--- config.mk ---
export PLATFORM = sky130hd
export DESIGN_NAME = dram_refresh_sched
export DESIGN_NICKNAME = d
export VERILOG_FILES = /design/src/rtl/dram_refresh_pkg.sv /design/src/rtl/refresh_cycle_engine.sv /design/src/rtl/refresh_init_ctrl.sv /design/src/rtl/refresh_debt_tracker.sv /design/src/rtl/dram_refresh_sched.sv
export SDC_FILE = /design/constraint.sdc
export NUM_CORES = 1
export LEC_CHECK = 0
export BUFFER_PORTS_ARGS = -buffer_cell sky130_fd_sc_hd__buf_2
export CAP_MARGIN = 10
export CORE_MARGIN = 5
export CORE_UTILIZATION = 65
export CTS_BUF_LIST = sky130_fd_sc_hd__clkbuf_8
export DETAILED_ROUTE_END_ITERATION = 8
export PLACE_DENSITY_LB_ADDON = 0.05
export SYNTH_ARGS = -nofsm -noshare
export SYNTH_HDL_FRONTEND = slang
export SYNTH_HIERARCHICAL = 1
export SYNTH_SLANG_ARGS = --single-unit
--- constraint.sdc ---
create_clock -name clk -period 4.4 [get_ports clk]
set_input_delay 0.88 -clock clk [delete_from_list [all_inputs] [get_ports clk]]
set_output_delay 0.88 -clock clk [all_outputs]
set_load 0.05 [all_outputs]
--- src/rtl/dram_refresh_pkg.sv ---
package dram_refresh_pkg;

    typedef enum logic [2:0] {
        PH_IDLE,
        PH_LEAD,
        PH_SETUP,
        PH_STROBE,
        PH_RECOVER
    } phase_t;

    typedef enum logic [1:0] {
        MD_POWERUP,
        MD_INIT,
        MD_RUN
    } mode_t;

    typedef struct packed {
        logic ras_n;
        logic cas_n;
        logic we_n;
    } strobe_t;

    function automatic phase_t phase_after(phase_t p);
        case (p)
            PH_LEAD:   return PH_SETUP;
            PH_SETUP:  return PH_STROBE;
            PH_STROBE: return PH_RECOVER;
            default:   return PH_IDLE;
        endcase
    endfunction

    function automatic int phase_len(phase_t p, int lead, int setup, int strobe, int recover);
        case (p)
            PH_LEAD:    return lead;
            PH_SETUP:   return setup;
            PH_STROBE:  return strobe;
            PH_RECOVER: return recover;
            default:    return 1;
        endcase
    endfunction

    function automatic strobe_t strobe_decode(phase_t p);
        strobe_t s;
        s.we_n  = 1'b1;
        s.ras_n = (p != PH_STROBE);
        s.cas_n = !((p == PH_SETUP) || (p == PH_STROBE));
        return s;
    endfunction

endpackage

--- src/rtl/refresh_cycle_engine.sv ---
module refresh_cycle_engine
    import dram_refresh_pkg::*;
#(
    parameter int LEAD_CYC    = 1,
    parameter int SETUP_CYC   = 1,
    parameter int STROBE_CYC  = 9,
    parameter int RECOVER_CYC = 7
) (
    input  logic clk,
    input  logic rst,
    input  logic start,
    output logic busy,
    output logic ras_n,
    output logic cas_n,
    output logic we_n
);
    localparam int MAX_LEN = (LEAD_CYC > SETUP_CYC ? LEAD_CYC : SETUP_CYC) >
                             (STROBE_CYC > RECOVER_CYC ? STROBE_CYC : RECOVER_CYC) ?
                             (LEAD_CYC > SETUP_CYC ? LEAD_CYC : SETUP_CYC) :
                             (STROBE_CYC > RECOVER_CYC ? STROBE_CYC : RECOVER_CYC);
    localparam int CW = $clog2(MAX_LEN + 1);

    phase_t        phase;
    phase_t        nxt;
    logic [CW-1:0] cnt;
    strobe_t       pins;

    assign nxt = phase_after(phase);

    always_ff @(posedge clk) begin
        if (rst) begin
            phase <= PH_IDLE;
            cnt   <= '0;
        end else if (phase == PH_IDLE) begin
            if (start) begin
                phase <= PH_LEAD;
                cnt   <= CW'(LEAD_CYC - 1);
            end
        end else if (cnt == '0) begin
            phase <= nxt;
            cnt   <= CW'(phase_len(nxt, LEAD_CYC, SETUP_CYC, STROBE_CYC, RECOVER_CYC) - 1);
        end else begin
            cnt <= cnt - 1'b1;
        end
    end

    assign pins  = strobe_decode(phase);
    assign ras_n = pins.ras_n;
    assign cas_n = pins.cas_n;
    assign we_n  = pins.we_n;
    assign busy  = (phase != PH_IDLE);

    // column strobe must already be low, and low in the cycle before, when RAS falls
    a_r4_cas_leads_ras: assert property (@(posedge clk) disable iff (rst)
        $fell(ras_n) |-> (!cas_n && !$past(cas_n)));

    // column strobe only falls while RAS is still high
    a_r4_cas_falls_ras_high: assert property (@(posedge clk) disable iff (rst)
        $fell(cas_n) |-> ras_n);

    // CAS is released together with RAS, never before
    a_r4_release_together: assert property (@(posedge clk) disable iff (rst)
        $rose(cas_n) |-> $rose(ras_n));

    // strobes stay idle whenever no refresh cycle is in flight
    a_r9_idle_strobes: assert property (@(posedge clk) disable iff (rst)
        !busy |-> (ras_n && cas_n));

endmodule

--- src/rtl/refresh_init_ctrl.sv ---
module refresh_init_ctrl
    import dram_refresh_pkg::*;
#(
    parameter int STARTUP_CYC = 25000,
    parameter int INIT_REFS   = 8
) (
    input  logic clk,
    input  logic rst,
    input  logic busy,
    output logic init_start,
    output logic init_done
);
    localparam int WCW = $clog2(STARTUP_CYC + 1);
    localparam int LCW = $clog2(INIT_REFS + 1);

    mode_t          mode;
    logic [WCW-1:0] wait_cnt;
    logic [LCW-1:0] left;

    assign init_start = (mode == MD_INIT) && !busy && (left != '0);
    assign init_done  = (mode == MD_RUN);

    always_ff @(posedge clk) begin
        if (rst) begin
            mode     <= MD_POWERUP;
            wait_cnt <= '0;
            left     <= LCW'(INIT_REFS);
        end else begin
            case (mode)
                MD_POWERUP: begin
                    if (wait_cnt == WCW'(STARTUP_CYC - 1)) mode <= MD_INIT;
                    else                                   wait_cnt <= wait_cnt + 1'b1;
                end
                MD_INIT: begin
                    if (init_start)                     left <= left - 1'b1;
                    else if (!busy && left == '0)       mode <= MD_RUN;
                end
                default: mode <= MD_RUN;
            endcase
        end
    end

    // no refresh activity while the start-up delay runs
    a_r2_quiet_powerup: assert property (@(posedge clk) disable iff (rst)
        (mode == MD_POWERUP) |-> !busy);

    // once released, the memory stays released until reset
    a_r3_done_sticky: assert property (@(posedge clk) disable iff (rst)
        init_done |=> init_done);

    // release never happens with a refresh still in flight
    a_r3_done_when_idle: assert property (@(posedge clk) disable iff (rst)
        $rose(init_done) |-> !busy);

endmodule

--- src/rtl/refresh_debt_tracker.sv ---
module refresh_debt_tracker #(
    parameter int INTERVAL_CYC = 1950,
    parameter int MAX_DEBT     = 8
) (
    input  logic clk,
    input  logic rst,
    input  logic enable,
    input  logic take,
    output logic pending
);
    localparam int TW = $clog2(INTERVAL_CYC + 1);
    localparam int DW = $clog2(MAX_DEBT + 1);

    logic [TW-1:0] timer;
    logic [DW-1:0] debt;
    logic          expire;

    assign expire  = (timer == TW'(INTERVAL_CYC - 1));
    assign pending = (debt != '0);

    always_ff @(posedge clk) begin
        if (rst || !enable) begin
            timer <= '0;
            debt  <= '0;
        end else begin
            timer <= expire ? '0 : timer + 1'b1;
            if (expire && !take) begin
                if (debt != DW'(MAX_DEBT)) debt <= debt + 1'b1;
            end else if (!expire && take) begin
                debt <= debt - 1'b1;
            end
        end
    end

    // the debt never climbs past its cap
    a_r8_debt_cap: assert property (@(posedge clk) disable iff (rst)
        debt <= DW'(MAX_DEBT));

    // service is only taken against outstanding debt
    a_r7_take_has_debt: assert property (@(posedge clk) disable iff (rst)
        take |-> pending);

endmodule

--- src/rtl/dram_refresh_sched.sv ---
module dram_refresh_sched #(
    parameter int STARTUP_CYC  = 25000,
    parameter int INIT_REFS    = 8,
    parameter int INTERVAL_CYC = 1950,
    parameter int MAX_DEBT     = 8,
    parameter int LEAD_CYC     = 1,
    parameter int SETUP_CYC    = 1,
    parameter int STROBE_CYC   = 9,
    parameter int RECOVER_CYC  = 7
) (
    input  logic clk,
    input  logic rst,
    input  logic ref_grant,
    output logic ref_req,
    output logic ras_n,
    output logic cas_n,
    output logic we_n,
    output logic init_done,
    output logic refresh_busy
);
    logic init_start;
    logic pending;
    logic take;
    logic start;

    assign ref_req = init_done && !refresh_busy && pending;
    assign take    = ref_req && ref_grant;
    assign start   = init_start || take;

    refresh_init_ctrl #(
        .STARTUP_CYC (STARTUP_CYC),
        .INIT_REFS   (INIT_REFS)
    ) u_init (
        .clk        (clk),
        .rst        (rst),
        .busy       (refresh_busy),
        .init_start (init_start),
        .init_done  (init_done)
    );

    refresh_debt_tracker #(
        .INTERVAL_CYC (INTERVAL_CYC),
        .MAX_DEBT     (MAX_DEBT)
    ) u_debt (
        .clk     (clk),
        .rst     (rst),
        .enable  (init_done),
        .take    (take),
        .pending (pending)
    );

    refresh_cycle_engine #(
        .LEAD_CYC    (LEAD_CYC),
        .SETUP_CYC   (SETUP_CYC),
        .STROBE_CYC  (STROBE_CYC),
        .RECOVER_CYC (RECOVER_CYC)
    ) u_engine (
        .clk   (clk),
        .rst   (rst),
        .start (start),
        .busy  (refresh_busy),
        .ras_n (ras_n),
        .cas_n (cas_n),
        .we_n  (we_n)
    );

    // an honoured grant puts a cycle in flight at the next edge
    a_r7_grant_starts: assert property (@(posedge clk) disable iff (rst)
        (ref_req && ref_grant) |=> (refresh_busy && ras_n && cas_n));

    // no initialization refresh overlaps with a request window
    a_r10_init_no_req: assert property (@(posedge clk) disable iff (rst)
        init_start |-> !ref_req);

endmodule

# Word-level counts from Yosys, hierarchy flattened
# Index checks and enable logic that the tools add are counted.
[word_totals] register_bits=43 input_bits=3 output_inout_bits=6 word_cells=80
[op_classes] add_sub_neg=7 n_eq_ne=16 mux=18 n_bitwise=1 n_reduce_logical=31
[op_table] cell="4-bit 2-to-1 mux" n=9
[op_table] cell="15-bit by 1-bit adder with 15-bit output (second input constant)" n=1
[op_table] cell="15-bit == test (second input constant)" n=1
[op_table] cell="4-bit by 1-bit subtractor with 4-bit output (second input constant)" n=3
[op_table] cell="11-bit by 1-bit adder with 11-bit output (second input constant)" n=1
[op_table] cell="11-bit == test (second input constant)" n=1
[op_table] cell="3-bit by 2-bit == test with 1-bit output (second input constant)" n=3
[op_table] cell="3-bit 2-to-1 mux" n=3
[op_table] cell="3-bit one-hot mux with 3 select lines" n=1
[op_table] cell="1-bit logical AND" n=8
[op_table] cell="4-bit logical NOT" n=2
[op_table] cell="2-bit inequality test (second input constant)" n=4
[op_table] cell="4-bit one-hot mux with 2 select lines" n=1
[op_table] cell="2-bit AND reduction" n=4
[op_table] cell="4-bit nonzero test" n=2
[op_table] cell="2-bit 2-to-1 mux" n=3
[op_table] cell="1-bit logical NOT" n=5
[op_table] cell="4-bit by 1-bit adder with 4-bit output (second input constant)" n=1
[op_table] cell="4-bit inequality test (second input constant)" n=1
[op_table] cell="2-bit one-hot mux with 2 select lines" n=1
[op_table] cell="2-bit nonzero test" n=2
[op_table] cell="4-bit by 2-bit subtractor with 4-bit output (second input constant)" n=1
[op_table] cell="3-bit by 1-bit == test with 1-bit output (second input constant)" n=1
[op_table] cell="3-bit == test (second input constant)" n=1
[op_table] cell="11 further kinds" n=13

# Depth between registers and ports, before layout
[depth] ltp_word=10 depth_mapped=10

# Cells and area by module
# The synthesis kept the hierarchy.
[modules_own_cells] mod="refresh_init_ctrl" instances=1 cells_each=120 area_each_um2=1053.5 seq_area_each_um2=420.4
[modules_own_cells] mod="refresh_debt_tracker" instances=1 cells_each=90 area_each_um2=785.8 seq_area_each_um2=300.3
[modules_own_cells] mod="refresh_cycle_engine" instances=1 cells_each=52 area_each_um2=435.4 seq_area_each_um2=140.1
[modules_own_cells] mod="dram_refresh_sched" instances=1 cells_each=4 area_each_um2=23.8 seq_area_each_um2=0.0

# Worst setup path after synthesis
# Ideal clock, no wire load.
[synth_timing] path_type="reg2out" startpoint="reg u_init.mode[1]" endpoint="out ref_req" arrival_time_ns=1.901 setup_slack_ns=1.619 path_stages_with_launch=5 path_buffers=0 cell_sequence="dfxtp_1 inv_1 nor2_1 nand2_1 nor2_1"
[synth_via] elab_chain_cells=3
[synth_lines] item="from (decl)" line_no="refresh_init_ctrl.sv:16" source="mode_t mode;"
[synth_lines] item="from (signal assigned)" line_no="refresh_init_ctrl.sv:25" source="mode <= MD_POWERUP;"
[synth_lines] item="from (signal assigned)" line_no="refresh_init_ctrl.sv:31" source="if (wait_cnt == WCW'(STARTUP_CYC - 1)) mode <= MD_INIT;"
[synth_lines] item="from (signal assigned)" line_no="refresh_init_ctrl.sv:36" source="else if (!busy && left == '0) mode <= MD_RUN;"
[synth_lines] item="2-bit == test" line_no="refresh_init_ctrl.sv:21" source="assign init_done = (mode == MD_RUN);"
[synth_lines] item="via init_done" line_no="dram_refresh_sched.sv:18" source="output logic init_done,"
[synth_lines] item="1-bit logical AND (2 in series)" line_no="dram_refresh_sched.sv:26" source="assign ref_req = init_done && !refresh_busy && pending;"
[synth_lines] item="to (decl)" line_no="dram_refresh_sched.sv:14" source="output logic ref_req,"
# The timed path passes the listed nets, and every way through them passes these cells.

# Worst setup path after layout
[layout_timing] startpoint="reg u_debt.debt[0]" endpoint="reg u_debt.debt[3]"
[layout_via] elab_chain_cells=7 word_cells_on_any_way=15 classes_between="2 x add/sub; 2 x eq/ne; 3 x mux; 8 x reduce/logical"
[layout_lines] item="from (decl)" line_no="refresh_debt_tracker.sv:15" source="logic [DW-1:0] debt;"
[layout_lines] item="from (signal assigned)" line_no="refresh_debt_tracker.sv:28" source="if (debt != DW'(MAX_DEBT)) debt <= debt + 1'b1;"
[layout_lines] item="from (signal assigned)" line_no="refresh_debt_tracker.sv:30" source="debt <= debt - 1'b1;"
[layout_lines] item="4-bit nonzero test *" line_no="refresh_debt_tracker.sv:19" source="assign pending = (debt != '0);"
[layout_lines] item="via pending" line_no="dram_refresh_sched.sv:22" source="logic pending;"
[layout_lines] item="1-bit logical AND *" line_no="dram_refresh_sched.sv:26"
[layout_lines] item="1-bit logical AND *" line_no="dram_refresh_sched.sv:27" source="assign take = ref_req && ref_grant;"
[layout_lines] item="via take" line_no="dram_refresh_sched.sv:23" source="logic take;"
[layout_lines] item="1-bit logical NOT" line_no="refresh_debt_tracker.sv:27" source="if (expire && !take) begin"
[layout_lines] item="1-bit logical AND" line_no="refresh_debt_tracker.sv:27"
[layout_lines] item="2-bit inequality test (no line) / 2-bit nonzero test (equally long branches)"
[layout_lines] item="2-bit AND reduction (no line)"
# Mark *: on every way through the listed nets, which the timed path passes. The rest lies on a longest branch. The select of a mux whose other input is x is not followed.
# A chain may end at the register's enable or synchronous reset.

==> reports/summary.txt <==
Max-Cap Viols -> 0
Clock Tree Buf Depth -> 2
Die ar. -> 0.004825 sq mm
clk_lat worst skew -> 0.30 ns
M3 GR Usage -> 4.348%
routed len/inst -> 12.88 um
unrepaired setup endpoints after global routing -> false
outcome -> finished, final reports clean
count of final setup violators -> 0
Hold-fix buffers, CTS -> 0
hold_sp -> u_init/wait_cnt[1]
GRT busiest layer -> met2
Fin Hold WS -> 0.4886 ns
Syn Std Cell Area -> 0.002298 sq mm
Crit Reg-Reg Startpoint -> u_debt/debt[0]
top cell type by total area after synthesis -> dfxtp_1
critical path required time -> 4.62 ns
Setup WS post-layout -> 1.726 ns
synth warn -> 6
Layout area overhead -> 7.295%
Clock power frac -> 44.2%
CP Launch Type -> flip-flop
combinational family with the most area after synthesis -> simple AND/OR/NAND/NOR gates
Total Neg Setup Slack -> 0 ns
initial antenna violation count -> 0
Final Hold Vio Count -> 0
Leak -> 0.8434 nW
Avg Inst Size Synth -> 8.641 sq um
Rel. slew slack -> 59.68%
wirelength, routed -> 4097 um
Compound-Gate Fraction of Synth Area -> 9.799%
EDFF count, synth -> 0
height of the die -> 69.47 um
top cell type's share of synthesized area -> 37.45%
WS Path Type -> flip-flop to flip-flop
async set or reset register ratio after synthesis -> 0%
switching power -> 0.0001469 W
Filler Cells Inserted -> 269
post-synthesis xor/xnor area fraction -> 6.859%
drt first pass iters -> 4
Gate power share -> 1.9%
IO Port Bufs -> 7
grt met2 use -> 32.10%
Pint -> 0.0005824 W
Synth Area in Adders -> 5.226%
post-DR vias/cell -> 5.887
placer congestion estimate -> 0.8338
final core utilization -> 72.76%
minimum clock period -> 2.674 ns
share of cells above drive strength 1 -> 13.24%
Critical Path Start -> u_debt/debt[0]
H-tree depth -> 2
Register-to-Register Path Depth -> 10
pre-CTS setup slack -> 1.653 ns
antenna cell count -> 0
Congestion Overflow GR -> 0
Clock Pin Slew Worst Setup and Hold Paths -> 0.09 ns
Routed Antenna Nets -> 0
post-route cell area -> 0.002466 sq mm
Ports -> 9
post-synth net total -> 278
Post-CTS Setup Inserts -> 0
Yosys cell types -> 59
CP max FO -> 5
most common flop cell mapped by yosys -> dfxtp_1
CTS tree -> done
mux contribution to synthesized area -> 3.375%
Post-Syn Instances -> 266
sequential share of power -> 53.9%
synth top area cells -> dfxtp_1 (37%), nor2_1 (5.7%), xor2_1 (4.6%)
FMAX -> 0.3740 GHz
Post-Synth Simple-Gate Area -> 33.15%
Worst Hold Path Cells -> 2
grt met1 use -> 21.65%
post_cts resized -> 0
clock sinks -> 43
initial core utilization -> 67.81%
Worst Tran Pin Value -> 0.6004 ns
largest net degree at the start of global routing -> 35
DP Area -> 0.002345 sq mm
# nets final -> 283
GRT Total Usage -> 18.53%
clk root buf -> clkbuf_8
Critical Path End Type -> flip-flop
Slew Viols, Final -> 0
sw frac -> 20.14%
DRC -> 0
worst vdd ir -> 0.0002019 V
worst hold path type -> flip-flop to flip-flop
worst path arrival time -> 2.89 ns
crit share post-route -> 60.76%
Vias -> 1872
FF+latch count, synth -> 43
Layout Skew -> 0.009273 ns
Die W -> 69.47 um
DP Wirelength -> 2922 um
first-pass GRT wire length -> 7465 um
vias in the first global route -> 1752
core area -> 0.003390 sq mm
cts bufs inserted -> 5
pwr/cell area -> 295.7 mW/mm^2
Seq/Total Area, Yosys -> 37.45%
Iter 0 DRT Violations -> 71
Rows -> 21
[cells by family after synthesis]
logic type / count (synthesis)
fa+ha+maj: 9
flops: 43
mux: 7
buf+inv: 21
simple gates: 131
other cells: 1
xor+xnor: 18
compound gates: 36
[per-layer routing]
| metal | wire length (um) | vias to the layer above |
|---|---|---|
| li1 | - | 950 |
| met1 | 1899 | 888 |
| met2 | 1994 | 25 |
| met3 | 120 | 9 |
| met4 | 82 | 0 |
| met5 | 0 | - |
[cell usage after synthesis, types with 3 or more instances]
| cell | n |
|---|---|
| mux2i_1 | 4 |
| or3_2 | 3 |
| nand4_1 | 10 |
| xnor2_1 | 6 |
| xor2_1 | 12 |
| nor2_1 | 35 |
| nor3_1 | 7 |
| nand2b_1 | 7 |
| nand3_1 | 11 |
| a211oi_1 | 3 |
| inv_1 | 11 |
| and3_1 | 3 |
| o21ai_0 | 8 |
| dfxtp_1 | 43 |
| or3_1 | 3 |
| a21oi_1 | 14 |
| nor2b_1 | 4 |
| ha_1 | 8 |
| clkbuf_1 | 5 |
| nand2_1 | 18 |
[critical path: stages (launching register included)]
cell and delay, ns:
dfxtp_1 0.36, nor3_1 0.35, nand2b_1 0.12, and4b_1 0.26, inv_1 0.09, nand2_1 0.11, ha_1 0.35, nand3_1 0.13
a2111oi_0 0.44, a221oi_1 0.16, a211oi_1 0.22
[path summary, 6_finish.rpt]
path         slack (ns)            endpoint
max                1.73      u_debt/debt[3]
min                0.49  u_init/wait_cnt[1]
max reg2reg        1.73      u_debt/debt[3]
min reg2reg        0.49  u_init/wait_cnt[1]
[cell type report]
type	instances	area [sq um]	share of cell area (%)
Clock inverter	2	38.79	1.573
Multi-Input combinational cell	202	1346	54.59
Tap cell	46	57.56	2.334
Inverter	12	45.04	1.826
Sequential cell	43	860.8	34.91
Timing Repair Buffer	7	35.03	1.421
Clock buffer	6	82.58	3.349
[flip-flops by register name (all words and copies together) (netlist names)]
| name | flops |
|---|---|
| u_debt/debt | 4 |
| u_init/left | 4 |
| u_init/wait_cnt | 15 |
| u_init/mode | 2 |
| u_debt/timer | 11 |
| u_engine/phase | 3 |
| u_engine/cnt | 4 |
[layout by cell type (no fill, tap or decap), types with 3 or more instances in the layout]
master and n:
and3_1 3, buf_2 7, nor2b_1 4, nand2b_1 7, o21ai_0 8, clkbuf_8 6, a211oi_1 3, xnor2_1 6
a21oi_1 14, nand2_1 18, ha_1 8, dfxtp_1 43, nor3_1 7, or3_1 3, nor2_1 35, xor2_1 12
or3_2 3, inv_1 11, mux2i_1 4, nand4_1 10, nand3_1 11
[metrics by stage]
stage	power, W	instances
after detailed placement	0.0004165	310
after CTS	0.0007396	318
after global placement	0.0004162	310
final	0.0007293	318
after global routing	0.0007555	318
after floorplan	0.0004138	266
[power by group through the flow]
stage	logic, W	clock network [W]	registers [W]
6_report	0.0000140	0.000322	0.000393
5_1_grt	0.0000160	0.000346	0.000394
4_1_cts	0.0000142	0.000332	0.000393
3_5_place_dp	0.0000142	0	0.000402
3_3_place_gp	0.0000138	0	0.000402
2_1_floorplan	0.0000119	0	0.000402
Note: power is estimated with default switching activity, not from simulation.
